$ cat src/rtl/smt_alloc_pkg.sv
package smt_alloc_pkg;
  typedef enum logic [1:0] {
    POL_SPLIT   = 2'd0,
    POL_CEIL    = 2'd1,
    POL_SHARED  = 2'd2,
    POL_SHARED2 = 2'd3
  } policy_e;
endpackage

$ cat src/rtl/smt_occ_counter.sv
module smt_occ_counter #(
  parameter int OCC_W = 6,
  parameter int CNT_W = 4
) (
  input  logic             clk_i,
  input  logic             rst_ni,
  input  logic [CNT_W-1:0] rel_i,
  input  logic [CNT_W-1:0] cnt_i,
  input  logic             gnt_i,
  output logic [OCC_W-1:0] occ_o,
  output logic [OCC_W-1:0] post_o
);
  logic [OCC_W-1:0] occ_q, rel_ext, add_ext;

  assign rel_ext = OCC_W'(rel_i);
  assign add_ext = gnt_i ? OCC_W'(cnt_i) : '0;
  // saturate; over-release is flagged by the checker
  assign post_o  = (rel_ext > occ_q) ? '0 : occ_q - rel_ext;

  always_ff @(posedge clk_i or negedge rst_ni) begin
    if (!rst_ni) occ_q <= '0;
    else         occ_q <= post_o + add_ext;
  end

  assign occ_o = occ_q;
endmodule

$ cat src/rtl/smt_limit_calc.sv
module smt_limit_calc
  import smt_alloc_pkg::*;
#(
  parameter int N_ENTRIES = 48,
  parameter int OCC_W     = 6
) (
  input  logic [1:0]       policy_i,
  input  logic [OCC_W-1:0] watermark_i,
  input  logic             settled_i,
  output logic [OCC_W-1:0] dual_lim_o,
  output logic [OCC_W-1:0] lim_o
);
  localparam logic [OCC_W-1:0] FULL = OCC_W'(N_ENTRIES);
  localparam logic [OCC_W-1:0] HALF = OCC_W'(N_ENTRIES / 2);

  always_comb begin
    case (policy_e'(policy_i))
      POL_SPLIT: dual_lim_o = HALF;
      POL_CEIL:  dual_lim_o = (watermark_i > FULL) ? FULL : watermark_i;
      default:   dual_lim_o = FULL;
    endcase
  end

  assign lim_o = settled_i ? dual_lim_o : FULL;
endmodule

$ cat src/rtl/smt_grant_arb.sv
module smt_grant_arb #(
  parameter int N_ENTRIES = 48,
  parameter int OCC_W     = 6,
  parameter int CNT_W     = 4
) (
  input  logic [1:0][OCC_W-1:0] post_i,
  input  logic [1:0][CNT_W-1:0] cnt_i,
  input  logic [OCC_W-1:0]      lim_i,
  input  logic [1:0]            req_i,
  input  logic                  rr_i,
  output logic [1:0]            gnt_o,
  output logic                  contested_o
);
  localparam int SUM_W = OCC_W + 2;

  logic [SUM_W-1:0] free_ent, pair_cnt;
  logic [1:0]       fit;

  assign free_ent = SUM_W'(N_ENTRIES) - SUM_W'(post_i[0]) - SUM_W'(post_i[1]);
  assign pair_cnt = SUM_W'(cnt_i[0]) + SUM_W'(cnt_i[1]);

  for (genvar t = 0; t < 2; t++) begin : g_fit
    assign fit[t] = req_i[t]
                 && (SUM_W'(post_i[t]) + SUM_W'(cnt_i[t]) <= SUM_W'(lim_i))
                 && (SUM_W'(cnt_i[t]) <= free_ent);
  end

  assign contested_o = (&fit) && (pair_cnt > free_ent);
  assign gnt_o       = contested_o ? (rr_i ? 2'b10 : 2'b01) : fit;
endmodule

$ cat src/rtl/smt_alloc_gate.sv
module smt_alloc_gate #(
  parameter  int N_ENTRIES = 48,
  parameter  int MAX_REQ   = 8,
  localparam int OCC_W     = $clog2(N_ENTRIES + 1),
  localparam int CNT_W     = $clog2(MAX_REQ + 1)
) (
  input  logic               clk_i,
  input  logic               rst_ni,
  input  logic [1:0]         thread_en_i,
  input  logic [1:0]         policy_i,
  input  logic [OCC_W-1:0]   watermark_i,
  input  logic [1:0]         alloc_req_i,
  input  logic [2*CNT_W-1:0] alloc_cnt_i,
  input  logic [2*CNT_W-1:0] release_cnt_i,
  output logic [1:0]         alloc_gnt_o,
  output logic [2*OCC_W-1:0] occ_o,
  output logic               draining_o
);
  logic [1:0][CNT_W-1:0] cnt, rel;
  logic [1:0][OCC_W-1:0] occ, post;
  logic [OCC_W-1:0]      lim, dual_lim;
  logic [1:0]            gnt, req_ok;
  logic                  dual_q, rr_q, en_both, draining, drain_done, contested;

  assign cnt      = alloc_cnt_i;
  assign rel      = release_cnt_i;
  assign en_both  = &thread_en_i;
  assign draining = en_both & ~dual_q;
  assign req_ok   = alloc_req_i & thread_en_i & {2{~draining}};

  smt_limit_calc #(.N_ENTRIES(N_ENTRIES), .OCC_W(OCC_W)) u_lim (
    .policy_i    (policy_i),
    .watermark_i (watermark_i),
    .settled_i   (en_both & dual_q),
    .dual_lim_o  (dual_lim),
    .lim_o       (lim)
  );

  for (genvar t = 0; t < 2; t++) begin : g_thr
    smt_occ_counter #(.OCC_W(OCC_W), .CNT_W(CNT_W)) u_cnt (
      .clk_i  (clk_i),
      .rst_ni (rst_ni),
      .rel_i  (rel[t]),
      .cnt_i  (cnt[t]),
      .gnt_i  (gnt[t]),
      .occ_o  (occ[t]),
      .post_o (post[t])
    );
  end

  smt_grant_arb #(.N_ENTRIES(N_ENTRIES), .OCC_W(OCC_W), .CNT_W(CNT_W)) u_arb (
    .post_i      (post),
    .cnt_i       (cnt),
    .lim_i       (lim),
    .req_i       (req_ok),
    .rr_i        (rr_q),
    .gnt_o       (gnt),
    .contested_o (contested)
  );

  assign drain_done = (post[0] <= dual_lim) && (post[1] <= dual_lim);

  always_ff @(posedge clk_i or negedge rst_ni) begin
    if (!rst_ni) begin
      dual_q <= 1'b0;
      rr_q   <= 1'b0;
    end else begin
      dual_q <= en_both & (dual_q | drain_done);
      if (contested) rr_q <= ~rr_q;
    end
  end

  assign alloc_gnt_o = gnt;
  assign occ_o       = occ;
  assign draining_o  = draining;
endmodule

$ cat config.mk
export PLATFORM = sky130hd
export DESIGN_NAME = smt_alloc_gate
export DESIGN_NICKNAME = d
export VERILOG_FILES = /design/src/rtl/smt_alloc_pkg.sv /design/src/rtl/smt_occ_counter.sv /design/src/rtl/smt_limit_calc.sv /design/src/rtl/smt_grant_arb.sv /design/src/rtl/smt_alloc_gate.sv
export SDC_FILE = /design/constraint.sdc
export NUM_CORES = 1
export LEC_CHECK = 0
export ABC_CLOCK_PERIOD_IN_PS = 15190
export BUFFER_PORTS_ARGS = -buffer_cell sky130_fd_sc_hd__buf_2
export CAP_MARGIN = 20
export CORE_MARGIN = 1.5
export CORE_UTILIZATION = 60
export CTS_CLUSTER_DIAMETER = 30
export DETAILED_ROUTE_END_ITERATION = 16
export HOLD_SLACK_MARGIN = 0.1
export PLACE_DENSITY = 0.88
export SLEW_MARGIN = 20
export SYNTH_ARGS = -nofsm -noshare
export SYNTH_HDL_FRONTEND = slang
export SYNTH_HIERARCHICAL = 1
export SYNTH_SLANG_ARGS = --single-unit
$ cat constraint.sdc
create_clock -name clk_i -period 15.19 [get_ports clk_i]
set_clock_uncertainty 0.05 [all_clocks]
set_input_delay 1.519 -clock clk_i [delete_from_list [all_inputs] [get_ports clk_i]]
set_output_delay 1.519 -clock clk_i [all_outputs]
set_load 0.1 [all_outputs]
==> results.sh <==
export IMPL_status="complete, no violations"
export IMPL_slew_violations=0
export IMPL_totalWireLength_um=7380
export IMPL_vias_per_cell=5.82
export IMPL_relSlewSlack_pct=35.4
export IMPL_yosysWarnings=6
export IMPL_diodes=0
export IMPL_grt_antenna_before_repair=0
export IMPL_grt_ovfl_total=0
export IMPL_r2r_start="g_thr[0].u_cnt/occ_o[0]"
export IMPL_final_cell_mix="72 x ha_1, 57 x inv_1, 44 x buf_2, 24 x a21oi_1, 20 x xnor2_1"
export IMPL_cts_sinks=14
export IMPL_ys_seq_elements=14
export IMPL_layout_commonest_cell="ha_1"
export IMPL_globalRouteTotalUtil_pct=27.8
export IMPL_synth_seq_area_share_pct=11.2
export IMPL_period_share_pct=53.1
export IMPL_path_class="in2out"
export IMPL_ys_async_sr_fraction_pct=100
export IMPL_syn_area_um2=3120
export IMPL_cts_resized=0
export IMPL_endpoint_kind="output pin"
export IMPL_synth_edf_count=0
export IMPL_regToRegEndpoint="g_thr[0].u_cnt/occ_o[4]"
export IMPL_rsz0062_at_grt="no"
export IMPL_die_h_um=75.1
export IMPL_yosys_area_top_type="ha_1"
export IMPL_area_delta_synth_final_pct=10.8
export IMPL_grt_pass1_vias=2854
export IMPL_clk_pin_slew_worst_paths_ps=60
export IMPL_postCtsSetupBuffers=0
export IMPL_wl_per_cell_um=15.1
export IMPL_h_tree_depth=1
export IMPL_reg2reg_slack_ps=9000
export IMPL_holdPathStages=1
export IMPL_routabilityCongestion=0.936
export IMPL_hold_start="rr_q"
export IMPL_syn_inst=373
export IMPL_worstMarginPinSlew_ps=962
export IMPL_nNetsFinal=531
export IMPL_io_buffers=44
export IMPL_vias=2844
export IMPL_cp_required_ps=13620
export IMPL_cts_buffers=3
export IMPL_start_kind="primary input"
export IMPL_path_max_fanout=7
export IMPL_fin_util_pct=68.1
export IMPL_firstDrtPassIters=4
export IMPL_drcViolationCount=0
export IMPL_ioPinCount=45
export IMPL_final_setup_viol_count=0
export IMPL_syn_nets=483
export IMPL_max_freq_mhz=124
export IMPL_tritoncts="yes"
export IMPL_fp_dieArea_um2=5640
export IMPL_cts_buffer_depth=2
export IMPL_worst_r2r_path_depth=27
export IMPL_die_w_um=75.1
export IMPL_synthFlopType="dfrtp_1"
export IMPL_cap_violations=0
export IMPL_drive_gt1_share_pct=15.8
export IMPL_drtAntennaViolNets=0
export IMPL_ctsHoldBuffers=0
export IMPL_hold_path_endpoint="rr_q"
export IMPL_dp_hpwl_um=6240
export IMPL_fin_crit_ps=8060
export IMPL_grt_max_degree=15
export IMPL_arrival_ps=6490
export IMPL_netlist_cell_type_count=55
export IMPL_avgSynthCellArea_um2=8.36
export IMPL_setup_tns_final_ps=0
export IMPL_hold_path_class="reg2reg"
export IMPL_start_util_pct=61.5
export IMPL_clkLatencyLatePin_ps=240
export IMPL_rows=26
export IMPL_cts_root_buf="clkbuf_8"
export IMPL_synthTopCellsByArea="ha_1 29%, dfrtp_1 11%, inv_1 6.9%, xnor2_1 5.6%, fa_1 5.1%"
export IMPL_hold_violations=0
export IMPL_grt_pass1_wl_um=12100
export IMPL_synth_top_cell_area_share_pct=28.9
export IMPL_drt_iter0_markers=131
export IMPL_core_um2=5070
==> through the flow <==
| step | setup slack [ps] | area (µm²) | hold WS, ps | cells |
|---|---|---|---|---|
| floorplan | 6840 | 3120 | 413 | 373 |
| global placement | 7390 | 3420 | 442 | 486 |
| detailed placement | 7230 | 3420 | 443 | 486 |
| CTS | 7200 | 3460 | 454 | 489 |
| global route | 6800 | 3460 | 468 | 489 |
| finish | 7130 | 3460 | 448 | 489 |
==> cells in the mapped netlist (4+ instances only) <==
master and count:
inv_1 57, ha_1 72, a21o_1 13, or2_2 5
xor2_1 7, fa_1 8, nor3_1 10, o21a_1 4
nor2b_1 13, nand4_1 4, and2_1 11, nand2b_1 8
xnor2_1 20, nand3_1 7, a21oi_1 24, nand2_1 13
a211oi_1 5, dfrtp_1 14, nor2_1 17, o21ai_0 4
o21ai_1 7
==> final cells by class <==
cell class	count	area, µm²
inverters	57	214
clock buffers	3	41.3
fillers	430	1620
multi-input cells	301	2540
flip-flops and latches	14	350
repair buffers	44	220
well taps	70	87.6
==> per-layer routing <==
layer	track usage (%)	part of all wire (%)	up-vias
li1	-	-	1401
met1	33.1	43	1332
met2	50.1	50	92
met3	4.28	4.5	19
met4	10.7	2.4	0
met5	0	0	-
==> worst max-delay path: stages <==
cell	delay [ps]
buf_2	100
ha_1	220
fa_1	380
and2b_1	260
o21ai_0	80
and2_1	180
nor3_1	780
nor3_1	170
xnor2_1	180
ha_1	340
o21ai_1	90
a21oi_1	70
or2_1	290
ha_1	350
a211oi_1	280
a21o_1	200
a211oi_1	70
a21bo_1	210
a21oi_1	240
buf_2	480
==> kinds of logic (layout without fill, tap and decap cells) <==
| logic type | after synthesis | after routing | share of synthesized area, % |
|---|---|---|---|
| AOI/OAI and AO/OA | 83 | 83 | 18.5 |
| xor gates and xnor gates | 27 | 27 | 7.58 |
| adders and majority gates | 80 | 80 | 34.0 |
| buffers and inverters | 58 | 104 | 7.22 |
| DFF | 14 | 14 | 11.2 |
| muxes | 4 | 4 | 1.36 |
| and+or+nand+nor | 107 | 107 | 20.1 |
==> flip-flops by register name, summed over array words and instances (netlist names) <==
signal             count
rr_q                   1
g_thr.u_cnt/occ_o     12
dual_q                 1
==> how the worst max path moves through the flow <==
stage / startpoint / endpoint / slack [ps] / cells past startpoint
finish: release_cnt_i[0] / alloc_gnt_o[0] / 7130 / 20
detailed placement: release_cnt_i[0] / alloc_gnt_o[0] / 7230 / 20
floorplan: release_cnt_i[0] / alloc_gnt_o[0] / 6840 / 20
CTS: release_cnt_i[0] / alloc_gnt_o[0] / 7200 / 20
global placement: release_cnt_i[0] / alloc_gnt_o[0] / 7390 / 20
global route: release_cnt_i[0] / alloc_gnt_o[0] / 6800 / 20
Power is not shown: default switching activity piles up to over one toggle a cycle in this logic, so the estimate is an artifact.
